### src/rtl/sync_cond_pkg.sv
`timescale 1ns/1ps
// Shared definitions for the sync conditioner.
// Assumes exactly two sync channels, horizontal at index 0 and vertical at index 1.
package sync_cond_pkg;
    localparam int NUM_CH = 2;
    localparam int IDX_HS = 0;
    localparam int IDX_VS = 1;

    // Per-channel static configuration
    typedef struct packed {
        logic invert;   // 1 = input is active low
        logic filt_en;  // 1 = route through majority filter
    } chan_cfg_t;
endpackage

### src/rtl/sync_cdc.sv
`timescale 1ns/1ps
// Multi-flop synchronizer that brings an asynchronous level into the clk domain.
// Assumes STAGES >= 2; resets to 0.
module sync_cdc #(
    parameter int STAGES = 2
) (
    input  logic clk,
    input  logic rst_n,
    input  logic din,
    output logic dout
);
    logic [STAGES-1:0] chain_q;

    // Shift the input through the flop chain
    always_ff @(posedge clk) begin
        if (!rst_n) chain_q <= '0;
        else        chain_q <= {chain_q[STAGES-2:0], din};
    end

    assign dout = chain_q[STAGES-1];
endmodule

### src/rtl/sync_chan.sv
`timescale 1ns/1ps
// One sync channel: polarity correction, optional majority vote over TAPS
// consecutive samples, and a registered active-high output.
// Assumes din is already synchronized and TAPS is odd and >= 3.
module sync_chan
    import sync_cond_pkg::*;
#(
    parameter int TAPS = 3
) (
    input  logic      clk,
    input  logic      rst_n,
    input  logic      din,
    input  chan_cfg_t cfg,
    output logic      cond
);
    localparam int CW   = $clog2(TAPS + 1);
    localparam int HALF = TAPS / 2;

    logic            pol;
    logic [TAPS-1:0] hist_q;
    logic [CW-1:0]   ones;
    logic            vote;
    logic            cond_q;

    // Polarity correction: active level becomes 1
    assign pol = din ^ cfg.invert;

    // Sample history for the voter
    always_ff @(posedge clk) begin
        if (!rst_n) hist_q <= '0;
        else        hist_q <= {hist_q[TAPS-2:0], pol};
    end

    // Count active samples in the history window
    always_comb begin
        ones = '0;
        for (int i = 0; i < TAPS; i++) ones = ones + CW'(hist_q[i]);
    end

    assign vote = (ones > CW'(HALF));

    // Output register, selecting filtered or bypassed level
    always_ff @(posedge clk) begin
        if (!rst_n) cond_q <= 1'b0;
        else        cond_q <= cfg.filt_en ? vote : pol;
    end

    assign cond = cond_q;

    // a filtered rise needs the newest history sample to be active
    filt_rise_chk: assert property (@(posedge clk) disable iff (!rst_n)
        ($rose(cond_q) && $past(cfg.filt_en)) |-> $past(hist_q[0]));
endmodule

### src/rtl/vs_qual.sv
`timescale 1ns/1ps
// Minimum-width qualifier for the conditioned vertical sync.
// Counts consecutive active clocks, saturating at the counter maximum, and
// passes the pulse once the run reaches min_w. Assumes min_w is static outside reset.
module vs_qual #(
    parameter int CNT_W = 8
) (
    input  logic             clk,
    input  logic             rst_n,
    input  logic             vs_in,
    input  logic [CNT_W-1:0] min_w,
    output logic             vs_out
);
    localparam logic [CNT_W-1:0] CNT_MAX = '1;

    logic [CNT_W-1:0] cnt_q;
    logic [CNT_W-1:0] run;
    logic             out_q;

    // Run length including the current sample, saturating
    always_comb begin
        if (!vs_in)                run = '0;
        else if (cnt_q == CNT_MAX) run = CNT_MAX;
        else                       run = cnt_q + 1'b1;
    end

    // Run counter register
    always_ff @(posedge clk) begin
        if (!rst_n) cnt_q <= '0;
        else        cnt_q <= run;
    end

    // Qualified output register
    always_ff @(posedge clk) begin
        if (!rst_n) out_q <= 1'b0;
        else        out_q <= vs_in && (run >= min_w);
    end

    assign vs_out = out_q;


    vs_drop_chk: assert property (@(posedge clk) disable iff (!rst_n)
        vs_out |-> $past(vs_in));

    vs_width_chk: assert property (@(posedge clk) disable iff (!rst_n)
        vs_out |-> (cnt_q >= min_w));

    cnt_clear_chk: assert property (@(posedge clk) disable iff (!rst_n)
        (cnt_q < $past(cnt_q)) |-> (cnt_q == '0));

    cnt_sat_chk: assert property (@(posedge clk) disable iff (!rst_n)
        ($past(cnt_q) == CNT_MAX && $past(vs_in)) |-> (cnt_q == CNT_MAX));
endmodule

### src/rtl/sync_cond_top.sv
`timescale 1ns/1ps
// Video sync input conditioner top. Synchronizes, polarity-corrects and
// optionally filters both sync lines, then width-qualifies the vertical one.
// Assumes configuration changes only while rst_n is low.
module sync_cond_top
    import sync_cond_pkg::*;
#(
    parameter int CNT_W       = 8,
    parameter int SYNC_STAGES = 2,
    parameter int FILT_TAPS   = 3
) (
    input  logic             clk,
    input  logic             rst_n,
    input  logic             hs_raw,
    input  logic             vs_raw,
    input  logic [CNT_W-1:0] cfg_vs_min_width,
    input  logic             cfg_hs_invert,
    input  logic             cfg_hs_filt_en,
    input  logic             cfg_vs_invert,
    input  logic             cfg_vs_filt_en,
    output logic             hs_clean,
    output logic             vs_clean
);
    logic [NUM_CH-1:0] raw_in;
    logic [NUM_CH-1:0] synced;
    logic [NUM_CH-1:0] cond;
    chan_cfg_t         cfg_a [NUM_CH];
    logic              hs_q;

    assign raw_in[IDX_HS] = hs_raw;
    assign raw_in[IDX_VS] = vs_raw;

    // Gather per-channel settings
    always_comb begin
        cfg_a[IDX_HS] = '{invert: cfg_hs_invert, filt_en: cfg_hs_filt_en};
        cfg_a[IDX_VS] = '{invert: cfg_vs_invert, filt_en: cfg_vs_filt_en};
    end

    for (genvar g = 0; g < NUM_CH; g++) begin : g_chan
        sync_cdc #(.STAGES(SYNC_STAGES)) u_cdc (
            .clk  (clk),
            .rst_n(rst_n),
            .din  (raw_in[g]),
            .dout (synced[g])
        );
        sync_chan #(.TAPS(FILT_TAPS)) u_chan (
            .clk  (clk),
            .rst_n(rst_n),
            .din  (synced[g]),
            .cfg  (cfg_a[g]),
            .cond (cond[g])
        );
    end

    // Delay-match register for the horizontal path
    always_ff @(posedge clk) begin
        if (!rst_n) hs_q <= 1'b0;
        else        hs_q <= cond[IDX_HS];
    end

    assign hs_clean = hs_q;

    vs_qual #(.CNT_W(CNT_W)) u_vsq (
        .clk   (clk),
        .rst_n (rst_n),
        .vs_in (cond[IDX_VS]),
        .min_w (cfg_vs_min_width),
        .vs_out(vs_clean)
    );
endmodule

### config.mk
export PLATFORM = sky130hd
export DESIGN_NAME = sync_cond_top
export DESIGN_NICKNAME = d
export VERILOG_FILES = /design/src/rtl/sync_cond_pkg.sv /design/src/rtl/sync_cdc.sv /design/src/rtl/sync_chan.sv /design/src/rtl/vs_qual.sv /design/src/rtl/sync_cond_top.sv
export SDC_FILE = /design/constraint.sdc
export NUM_CORES = 1
export LEC_CHECK = 0
export ABC_AREA = 1
export BUFFER_PORTS_ARGS = -buffer_cell sky130_fd_sc_hd__buf_4
export CELL_PAD_IN_SITES_DETAIL_PLACEMENT = 1
export CELL_PAD_IN_SITES_GLOBAL_PLACEMENT = 1
export CORE_ASPECT_RATIO = 0.9
export CORE_MARGIN = 2
export CORE_UTILIZATION = 45
export CTS_BUF_LIST = sky130_fd_sc_hd__clkbuf_2 sky130_fd_sc_hd__clkbuf_4 sky130_fd_sc_hd__clkbuf_8
export DETAILED_ROUTE_END_ITERATION = 16
export PLACE_DENSITY = 0.86
export SYNTH_ARGS = -nofsm -noshare
export SYNTH_HDL_FRONTEND = slang
export SYNTH_SLANG_ARGS = --single-unit
### constraint.sdc
create_clock -name clk -period 2.68 [get_ports clk]
set_clock_uncertainty 0.05 [all_clocks]
set_input_delay 0.268 -clock clk [delete_from_list [all_inputs] [get_ports clk]]
set_output_delay 0.268 -clock clk [all_outputs]
set_load 0.005 [all_outputs]
==> flow_summary.yaml <==
place:
  portBuffers: 17
  dp_hpwl_um: 1980
  place_congestion: 0.922
  post_dp_cell_area_um2: 1270
worst_setup_path:
  worst-setup-path-type: "reg -> reg"
  slowest_stage: "dfxtp_1"
  crit_family: "simple AND/OR/NAND/NOR gates"
  crit_arrival_ns: 2.09
  critical_path_peak_fanout: 7
  slowest_delay_ns: 0.39
  critPathLaunchType: "register"
  cp_data_required_time_ns: 2.84
  cp_cell_sequence: "ha_1 -> nand2_1 -> inv_2 -> nand4_4 -> nand3_1 -> nand2_1 -> inv_1 -> ha_1 -> a21oi_1 -> o21a_1 -> a21oi_1"
  cp_num_buf_inv: 2
  end_kind: "register"
global_routing:
  use_met2: 0.345
  grt.total_usage: 0.188
  busiest_layer: "met2"
  grt_pass1_vias: 1006
  grt-ovfl-total: 0
  grt_max_degree: 14
  gr-usage-met1: 0.198
  antenna_found_initial: 0
  grt_use_met3: 0.0557
  grt_pass1_wl_um: 4050
flow_run:
  drv_cap: 0
cts:
  cts_hold_buf: 0
  cts_made_buffers: 3
  cts-root-buf: "clkbuf_4"
  h-tree-depth: 1
  clkTransAtPathRegs_ns: 0.11
  cts_resized: 0
  clock_path_buffers: 2
  post-cts-setup-buffers: 0
  cts_tree: "yes"
  cts_sinks: 22
  clkLatencyLatePin_ns: 0.31
logic_synthesis:
  synth.avg_cell_area_um2: 7.52
  synth_ff_type: "dfxtp_1"
  synth-seq-area-share: 0.396
  synth-edff-count: 0
  synth_area_leader_cell: "dfxtp_1"
  async_flop_share: 0
  syn_area_um2: 1110
  yosys-top-cells-area: "dfxtp_1 40%, ha_1 12%, inv_1 11%, nand2_1 9.4%, a21oi_1 5.4%"
  synth.most_common_cell: "inv_1"
  syn_nets: 175
  yosys.area.top_type_share: 0.396
  synth-seq-cells: 22
  yosysUniqueCellTypes: 18
  synth_warnings: 0
  syn_inst: 148
  synth_common_cells: "33 x inv_1, 28 x nand2_1, 22 x dfxtp_1, 14 x nor2_1, 12 x a21oi_1"
die:
  core_region_area_um2: 2400
  io_pins: 18
  die_w_um: 56.4
  fp-row-count: 17
  die_y_um: 51.2
  initial_core_util: 0.463
  die_area_um2: 2890
layout:
  layout-drive-gt1-share: 0.198
  diodes: 0
  final_nets: 196
  fin_area_um2: 1290
  area_growth_pct: 16.2
min_path:
  hold_path.class: "in -> reg"
timing:
  worst_slew_pin_slew_ns: 0.239
  drv_slew: 0
  hold_viol: 0
  setup_viol_count_final: 0
  rsz0062_at_grt: "false"
  fin_tns_setup_ns: 0
  post-route-min-period_ns: 1.94
  fin_crit_sh: 0.723
  max_freq_ghz: 0.516
  relSlewSlack: 0.839
routing:
  final_antenna_net_count: 0
  drc_errors: 0
  post_drt_wl_per_cell_um: 12.0
  vias: 949
  first_pass_iters: 2
  wl_um: 2330
  via_per_inst: 4.87
  drt-initial-drc-count: 14
status:
  outcome: "complete, no violations"
pwr:
  power_density_nw_per_um2: 423
  total_leakage_power_nw: 0.737
  power_uw: 547
  worst_ir_drop_vdd_v: 0.000365
## cell type report
| type | instances | area, um2 |
|---|---|---|
| fill | 323 | 1110 |
| multi-input combinational | 88 | 529 |
| sequential | 22 | 440 |
| inverter | 37 | 139 |
| timing repair buffer | 17 | 128 |
| tap | 28 | 35.0 |
| clock buffer | 3 | 22.5 |
## cells by family (layout without fill, tap and decap cells)
| logic type | Yosys count | after routing | share of synthesized area |
|---|---|---|---|
| buffers and inverters | 38 | 57 | 0.129 |
| AO/OA/AOI/OAI | 16 | 16 | 0.0742 |
| AND/OR/NAND/NOR | 56 | 56 | 0.238 |
| flip-flops | 22 | 22 | 0.396 |
| adder cells (fa/ha/maj) | 11 | 11 | 0.124 |
| XOR/XNOR | 5 | 5 | 0.0393 |
## state kept, by name, indices dropped and copies added (netlist names)
signal	flops
g_chan.u_cdc.chain_q	4
g_chan.u_chan.cond	2
g_chan.u_chan.hist_q	6
hs_clean	1
u_vsq.cnt_q	8
u_vsq.vs_out	1
## per-layer routing
metal | vias up | wire [um] | part of all wire
met5 | - | 0 | 0
met4 | 0 | 41 | 0.018
met3 | 7 | 82 | 0.035
met2 | 14 | 1220 | 0.52
met1 | 442 | 990 | 0.42
li1 | 486 | - | -
## path summary, 6_finish.rpt
| path | start | to | slack (ns) | cells past startpoint |
|---|---|---|---|---|
| worst max-delay path | u_vsq.cnt_q[0]$_SDFF_PN0_ | u_vsq.vs_out$_SDFF_PN0_ | 0.74 | 11 |
| worst min-delay path | cfg_hs_filt_en | g_chan[0].u_chan.cond$_SDFF_PN0_ | 0.07 | 2 |
| worst max register to register | u_vsq.cnt_q[0]$_SDFF_PN0_ | u_vsq.vs_out$_SDFF_PN0_ | 0.74 | 11 |
| worst min register to register | g_chan[0].u_cdc.chain_q[0]$_SDFF_PN0_ | g_chan[0].u_cdc.chain_q[1]$_SDFF_PN0_ | 0.38 | 2 |
## where the power goes
part           internal (mW)  switching [mW]  total (mW)
combinational         0.0279          0.0275      0.0554
sequential             0.338         0.00604       0.344
clock                 0.0526          0.0956       0.148
## placed cells by master (no fill, tap or decap)
cell and n:
nand3_1 4, xor2_1 2, buf_4 17, nor2_4 2, a21oi_1 12, o21ai_0 3, nor2_1 14, nor2_2 1
inv_1 33, nand2_1 28, o21a_1 1, nand4_1 1, nand4_4 1, dfxtp_1 22, nand2_2 5, clkbuf_4 3
xnor2_1 3, ha_1 11, inv_2 4
## per-stage QoR
step	hold WS, ns	util	cells	setup slack, ns
after floorplan	0.307	-	148	0.946
after global placement	0.344	0.529	192	0.831
after detailed placement	0.356	0.529	192	0.745
after CTS	0.0543	0.538	195	0.721
after global routing	0.0530	0.538	195	0.547
final	0.0703	0.538	195	0.743
Power figures use the tool's default switching activity.
